==> config.mk <==
export PLATFORM = sky130hd
export DESIGN_NAME = rstseq_top
export DESIGN_NICKNAME = d
export VERILOG_FILES = /design/src/rtl/rstseq_pkg.sv /design/src/rtl/rstseq_sync.sv /design/src/rtl/rstseq_pinqual.sv /design/src/rtl/rstseq_fsm.sv /design/src/rtl/rstseq_top.sv
export SDC_FILE = /design/constraint.sdc
export NUM_CORES = 1
export LEC_CHECK = 0
export CAP_MARGIN = 20
export CORE_MARGIN = 2
export CORE_UTILIZATION = 44
export DETAILED_ROUTE_END_ITERATION = 16
export PLACE_DENSITY = 0.65
export SLEW_MARGIN = 30
export SYNTH_ARGS = -nofsm -noshare
export SYNTH_HDL_FRONTEND = slang
export SYNTH_SLANG_ARGS = --single-unit
==> constraint.sdc <==
create_clock -name clk -period 3.65 [get_ports clk]
set_clock_uncertainty 0.15 [all_clocks]
set_input_delay 0.365 -clock clk [delete_from_list [all_inputs] [get_ports clk]]
set_output_delay 0.365 -clock clk [all_outputs]
set_load 0.005 [all_outputs]
==> src/rtl/rstseq_pkg.sv <==
package rstseq_pkg;

  typedef enum logic [1:0] {
    PH_ACTIVE = 2'd0,
    PH_DELAY  = 2'd1,
    PH_FETCH  = 2'd2,
    PH_RUN    = 2'd3
  } phase_t;

  typedef enum logic [1:0] {
    SRC_NONE = 2'd0,
    SRC_EXT  = 2'd1,
    SRC_LVD  = 2'd2,
    SRC_WDG  = 2'd3
  } src_t;

  // Fixed arbitration: supply first, then watchdog, then pin.
  function automatic src_t pick_source(input logic lvd, input logic wdg, input logic ext);
    if (lvd)      return SRC_LVD;
    else if (wdg) return SRC_WDG;
    else if (ext) return SRC_EXT;
    else          return SRC_NONE;
  endfunction

  function automatic logic is_internal(input src_t s);
    return (s == SRC_LVD) || (s == SRC_WDG);
  endfunction

  function automatic phase_t next_phase(input phase_t p);
    case (p)
      PH_ACTIVE: return PH_DELAY;
      PH_DELAY:  return PH_FETCH;
      default:   return PH_RUN;
    endcase
  endfunction

  function automatic logic holds_core(input phase_t p);
    return (p == PH_ACTIVE) || (p == PH_DELAY);
  endfunction

endpackage

==> src/rtl/rstseq_sync.sv <==
module rstseq_sync #(
  parameter int STAGES = 2
) (
  input  logic clk,
  input  logic arst_n,
  input  logic d,
  output logic q
);
  logic [STAGES-1:0] sh;

  always_ff @(posedge clk or negedge arst_n) begin
    if (!arst_n) sh <= '1;
    else         sh <= {sh[STAGES-2:0], d};
  end

  assign q = sh[STAGES-1];
endmodule

==> src/rtl/rstseq_pinqual.sv <==
module rstseq_pinqual #(
  parameter int MIN_PULSE = 4
) (
  input  logic clk,
  input  logic arst_n,
  input  logic pin_s_n,
  input  logic mask,
  output logic fire
);
  localparam int QW = $clog2(MIN_PULSE + 1);
  localparam logic [QW-1:0] FIRE_AT = QW'(MIN_PULSE - 1);
  localparam logic [QW-1:0] SAT     = QW'(MIN_PULSE);

  logic [QW-1:0] low_cnt;

  // One event per low stretch: the count saturates past the firing value.
  assign fire = !mask && !pin_s_n && (low_cnt == FIRE_AT);

  always_ff @(posedge clk or negedge arst_n) begin
    if (!arst_n)                low_cnt <= '0;
    else if (mask || pin_s_n)   low_cnt <= '0;
    else if (low_cnt != SAT)    low_cnt <= low_cnt + 1'b1;
  end
endmodule

==> src/rtl/rstseq_fsm.sv <==
module rstseq_fsm
  import rstseq_pkg::*;
#(
  parameter int ACT_LONG  = 16,
  parameter int ACT_SHORT = 8,
  parameter int DELAY_CYC = 4096,
  parameter int FETCH_CYC = 2
) (
  input  logic   clk,
  input  logic   arst_n,
  input  logic   req_ext,
  input  logic   req_lvd,
  input  logic   req_wdg,
  input  logic   supply_ok,
  input  logic   status_clr,
  output phase_t phase,
  output src_t   src,
  output src_t   cause,
  output logic   seq_start,
  output logic   phase_done
);
  localparam int MAXA   = (ACT_LONG > ACT_SHORT) ? ACT_LONG : ACT_SHORT;
  localparam int MAXB   = (DELAY_CYC > FETCH_CYC) ? DELAY_CYC : FETCH_CYC;
  localparam int MAXLEN = (MAXA > MAXB) ? MAXA : MAXB;
  localparam int CW     = $clog2(MAXLEN + 1);

  localparam logic [CW-1:0] LAST_LONG  = CW'(ACT_LONG - 1);
  localparam logic [CW-1:0] LAST_SHORT = CW'(ACT_SHORT - 1);
  localparam logic [CW-1:0] LAST_DELAY = CW'(DELAY_CYC - 1);
  localparam logic [CW-1:0] LAST_FETCH = CW'(FETCH_CYC - 1);

  logic [CW-1:0] cnt;
  src_t          win;
  logic          any_req;
  logic          at_last;

  function automatic logic [CW-1:0] last_of(input phase_t p, input src_t s);
    case (p)
      PH_ACTIVE: return (s == SRC_WDG) ? LAST_SHORT : LAST_LONG;
      PH_DELAY:  return LAST_DELAY;
      PH_FETCH:  return LAST_FETCH;
      default:   return '0;
    endcase
  endfunction

  assign win        = pick_source(req_lvd, req_wdg, req_ext);
  assign any_req    = req_ext || req_lvd || req_wdg;
  assign seq_start  = any_req && (phase != PH_ACTIVE);
  assign at_last    = (cnt == last_of(phase, src));
  assign phase_done = at_last && (phase != PH_RUN) &&
                      ((phase != PH_ACTIVE) || supply_ok);

  always_ff @(posedge clk or negedge arst_n) begin
    if (!arst_n) begin
      phase <= PH_ACTIVE;
      src   <= SRC_NONE;
      cnt   <= '0;
    end else if (seq_start) begin
      phase <= PH_ACTIVE;
      src   <= win;
      cnt   <= '0;
    end else if (phase_done) begin
      phase <= next_phase(phase);
      cnt   <= '0;
    end else if (!at_last) begin
      cnt   <= cnt + 1'b1;
    end
  end

  always_ff @(posedge clk or negedge arst_n) begin
    if (!arst_n)         cause <= SRC_NONE;
    else if (seq_start)  cause <= win;
    else if (status_clr) cause <= SRC_NONE;
  end
endmodule

==> src/rtl/rstseq_top.sv <==
module rstseq_top
  import rstseq_pkg::*;
#(
  parameter int SYNC_STAGES = 2,
  parameter int MIN_PULSE   = 4,
  parameter int ACT_LONG    = 16,
  parameter int ACT_SHORT   = 8,
  parameter int DELAY_CYC   = 4096,
  parameter int FETCH_CYC   = 2
) (
  input  logic       clk,
  input  logic       arst_n,
  input  logic       rst_pin_n,
  input  logic       lvd_below_fall,
  input  logic       lvd_above_rise,
  input  logic       wdg_expire,
  input  logic       cause_rd_clr,
  output logic       core_rst_n,
  output logic       vec_fetch,
  output logic [1:0] seq_phase,
  output logic       pin_drv_low,
  output logic [1:0] rst_cause
);
  phase_t phase_w;
  src_t   seq_src;
  src_t   cause_w;
  logic   pin_s_n;
  logic   pin_mask;
  logic   ext_fire;
  logic   seq_start;
  logic   phase_done;
  logic [SYNC_STAGES-1:0] drv_hist;

  rstseq_sync #(.STAGES(SYNC_STAGES)) u_sync (
    .clk(clk), .arst_n(arst_n), .d(rst_pin_n), .q(pin_s_n)
  );

  // Own drive is still visible through the synchroniser after release.
  always_ff @(posedge clk or negedge arst_n) begin
    if (!arst_n) drv_hist <= '0;
    else         drv_hist <= {drv_hist[SYNC_STAGES-2:0], pin_drv_low};
  end
  assign pin_mask = pin_drv_low || (|drv_hist);

  rstseq_pinqual #(.MIN_PULSE(MIN_PULSE)) u_qual (
    .clk(clk), .arst_n(arst_n), .pin_s_n(pin_s_n), .mask(pin_mask), .fire(ext_fire)
  );

  rstseq_fsm #(
    .ACT_LONG(ACT_LONG), .ACT_SHORT(ACT_SHORT),
    .DELAY_CYC(DELAY_CYC), .FETCH_CYC(FETCH_CYC)
  ) u_fsm (
    .clk(clk), .arst_n(arst_n),
    .req_ext(ext_fire), .req_lvd(lvd_below_fall), .req_wdg(wdg_expire),
    .supply_ok(lvd_above_rise), .status_clr(cause_rd_clr),
    .phase(phase_w), .src(seq_src), .cause(cause_w),
    .seq_start(seq_start), .phase_done(phase_done)
  );

  assign seq_phase   = phase_w;
  assign core_rst_n  = !holds_core(phase_w);
  assign vec_fetch   = (phase_w == PH_FETCH);
  assign pin_drv_low = holds_core(phase_w) && is_internal(seq_src);
  assign rst_cause   = cause_w;
endmodule

==> results.txt <==
----------------------------------------------------
[Timing]
  Final count of negative-setup-slack endpoints ... 0
  Unrepaired setup endpoints after global routing ... false
  Max-Slew Margin vs Limit ... roughly 52%
  Final-layout setup total negative slack ... 0 ns
  Maximum operating frequency ... 0.3930 GHz
  Worst Tran Pin Value ... 0.7105 ns
  Final worst path period need ... 2.545 ns
  Share of the clock period used by the worst path ... 69.72%
  Final count of pins violating max slew ... 0
  Hold Fails Final Rpt ... 0

[Route]
  Total wire length after detailed routing ... 2797 um
  Routed via count divided by cell count ... 5.745
  Detailed-route wire length per cell ... 14.57 um
  Number of remaining DRC errors ... 0
  Detailed-route via count ... ~1100
  Iteration count of the initial detailed-routing pass ... 4
  Antenna viol nets, final ... 0
  1st-iter DRT viols ... 100

[Placed design]
  Detail Placement HPWL ... 1959 um
  Cell count after placement ... between 150 and 200
  Gpl congestion ... 0.8014
  Count of buffers from port buffering ... 13

[Yosys]
  Library cell with the largest summed area after synthesis ... sky130_fd_sc_hd__dfrtp_1
  Post-Syn Nets ... ~150
  Total of warnings raised by yosys ... 0
  Dominant register cell in the synthesized netlist ... sky130_fd_sc_hd__dfrtp_1
  Register bit count reported by yosys ... 26
  Proportion of synthesized chip area in sequential cells ... 46.57%
  Average cell area after synthesis ... 10.47 sq um
  Post-Synthesis Cells ... 134
  Post-synth EDFFs ... 0
  Fraction of registers with async set or reset after synthesis ... 100.0%
  Total standard cell area after synthesis ... 1403 sq um
  Unique masters post-synth ... 49
  Proportion of netlist area held by the largest area contributor ... 42.82%
  Ranking of synthesized cells by area ... sky130_fd_sc_hd__dfrtp_1 (43%), sky130_fd_sc_hd__dfstp_2 (3.7%), sky130_fd_sc_hd__ha_1 (3.6%)

[Setup path]
  Cells traversed along the worst timing path ... nand2b_1, or4_4, a221oi_4, mux2_4
  Critical path's slowest cell ... sky130_fd_sc_hd__or4_4
  Dominant delay contributor by cell family on the critical path ... simple AND/OR/NAND/NOR gates
  Critical path class ... flip-flop to flip-flop
  Required time at the endpoint of the critical path ... 3.73 ns
  Bufs and invs on worst path ... 0
  Startpoint Class ... flip-flop
  Flop-to-flop setup slack ... between 1 and 1.5 ns
  Worst path max stage delay ... 0.59 ns
  Top fanout value on the critical path ... 15
  CP endpoint kind ... flip-flop
  Arrival time at the worst endpoint ... roughly 2.6 ns

[Global routing]
  Global-route wire length before repair ... 4905 um
  Number of antenna violations at the first check in global routing ... 0
  Vias in the first global route ... 1081
  Pin count of the biggest net entering global routing ... 26
  Global-route usage over all layers ... 17.35%
  Leftover overflow at the end of global routing ... 0

[Power]
  Total internal power ... around 0.00066 W
  Comb pwr share ... 32.5%
  Pwr dens ... approximately 630 nW/um^2
  Clock share of power ... between 10% and 20%
  Proportion of total power due to net switching ... 36.70%
  Static leakage power ... 0.6786 nW
  Largest voltage drop on the vdd net ... 0.0003013 V
  Sequential group share of total power ... 48.1%
  Power spent charging and discharging nets ... about 0.00038 W

[Final layout]
  Final non-filler cell total ... 192
  Number of nets in the layout ... 160
  Layout filler cell count ... 291
  Area growth from synthesis to layout ... 16.68%
  Share of post-route cells with drive strength above 1 ... 12.16%
  ANT cells ... 0

[CTS]
  CTS tree ... yes
  Postcts setup bufs ... 0
  Sink count of the clock tree ... 26
  Skew-Pair Late Insertion Delay ... 0.32 ns
  Maximum buffer depth of the clock tree ... 2
  TritonCTS Buffers ... 3
  Root buffer selected by CTS ... sky130_fd_sc_hd__clkbuf_4
  Number of levels in the clock H-tree ... 1
  Clock edge transition at the registers on the reported setup and hold paths ... 0.15 ns

[Die]
  Standard cell core area ... slightly above 3000 sq um
  Die X ... 60.46 um
  Top-Level Pins ... 14
  Starting utilization of the core area ... 45.94%
  Die height ... 60.46 um
  Number of placement rows ... 20
  Total Die Area ... 3655 sq um

[Worst hold path]
  Min-delay worst type ... flip-flop to flip-flop

[Flow run]
  Number of max-cap violations ... 0

[Status]
  Result of the run ... complete, no violations

----------------------------------------------------
worst paths after layout:
kind | from | end | cells past startpoint
setup / recovery | u_fsm.phase[1] | u_fsm.phase[0] | 4
hold / removal | u_sync.sh[0] | u_sync.sh[1] | 0
setup reg to reg | u_fsm.phase[1] | u_fsm.phase[0] | 4
hold reg to reg | u_sync.sh[0] | u_sync.sh[1] | 0
max in group asynchronous | arst_n | u_sync.sh[1] | 3
min in group asynchronous | arst_n | u_fsm.cnt[12] | 2
power groups by stage:
stage | Clock [W] | Combinational (W) | Sequential (W)
floorplan | 0 | 0.000263 | 0.000473
global placement | 0 | 0.000328 | 0.000499
detailed placement | 0 | 0.000336 | 0.000504
CTS | 0.000206 | 0.000340 | 0.000497
global route | 0.000218 | 0.000388 | 0.000517
finish | 0.000201 | 0.000338 | 0.000499
metal layers:
metal / share of wire, % / up-vias / track usage [%]
met4: 1.0 / 0 / 6.832
met2: 45 / 36 / 25.16
met3: 4.9 / 4 / 2.345
met1: 49 / 537 / 26.20
li1: - / 526 / -
met5: 0 / - / 0
flip-flops by register name, summed over array words and instances (netlist names):
register,count
u_fsm.cause,2
u_fsm.cnt,13
u_sync.sh,2
drv_hist,2
u_qual.low_cnt,3
u_fsm.src,2
u_fsm.phase,2
kinds of logic after synthesis:
kind of cell	Yosys count	share of synthesized area, %
and+or+nand+nor	46	19.09
AOI/OAI and AO/OA	32	18.38
DFF	26	46.57
buffers and inverters	13	3.568
xor gates and xnor gates	9	5.620
muxes	4	3.211
adders and majority gates	4	3.568
what timing repair did:
item                      CTS  global route
hold endpoints to repair   24             0
hold buffers                1             0
gates resized for setup     0             0
cell usage after synthesis, types with 2 or more instances:
library cell,count
sky130_fd_sc_hd__xnor2_1,4
sky130_fd_sc_hd__dfstp_2,2
sky130_fd_sc_hd__nand2b_1,2
sky130_fd_sc_hd__o21bai_1,2
sky130_fd_sc_hd__mux2i_1,3
sky130_fd_sc_hd__o21ai_0,4
sky130_fd_sc_hd__a22o_1,3
sky130_fd_sc_hd__nand3_1,5
sky130_fd_sc_hd__or2_2,2
sky130_fd_sc_hd__o22ai_1,2
sky130_fd_sc_hd__o31ai_1,2
sky130_fd_sc_hd__nor4_1,4
sky130_fd_sc_hd__a21oi_1,5
sky130_fd_sc_hd__xor2_1,5
sky130_fd_sc_hd__o221ai_1,2
sky130_fd_sc_hd__nor2_1,8
sky130_fd_sc_hd__or3_1,2
sky130_fd_sc_hd__nand2_1,8
sky130_fd_sc_hd__clkbuf_1,5
sky130_fd_sc_hd__o211ai_1,2
sky130_fd_sc_hd__inv_1,7
sky130_fd_sc_hd__dfrtp_1,24
sky130_fd_sc_hd__ha_1,4
sky130_fd_sc_hd__nor3_1,2
through the flow:
| stage | util [%] | power [W] | hold WS [ns] | setup slack, ns | instance area (sq um) |
|---|---|---|---|---|---|
| 6_report | 53.61 | 0.001038 | 0.2189 | 1.105 | 1637 |
| 5_1_grt | 53.61 | 0.001123 | 0.2258 | 1.015 | 1637 |
| 2_1_floorplan | - | 0.0007358 | -0.08059 | 1.445 | 1403 |
| 3_3_place_gp | 51.72 | 0.0008270 | 0.1971 | 1.236 | 1579 |
| 4_1_cts | 53.61 | 0.001044 | 0.2171 | 1.106 | 1637 |
| 3_5_place_dp | 51.56 | 0.0008405 | 0.1969 | 1.131 | 1574 |
layout make-up:
type	count	area [sq um]	area share, %
Sequential cell	26	653.1	39.91
Tap cell	44	55.05	3.364
Multi-Input combinational cell	95	699.4	42.74
Clock buffer	3	22.52	1.376
Timing Repair Buffer	16	150.1	9.174
Inverter	7	26.28	1.606
Clock inverter	1	30.03	1.835
cells in the final DEF (no fill, tap or decap), drive strengths merged, types with 3 or more instances in the layout:
master	count
a21oi	5
a22o	3
buf	3
clkbuf	3
clkdlybuf4s50	12
dfrtp	24
ha	4
inv	7
mux2i	3
nand2	8
nand3	5
nor2	8
nor4	4
o21ai	4
xnor2	4
xor2	5
Note: power is estimated with default switching activity, not from simulation.
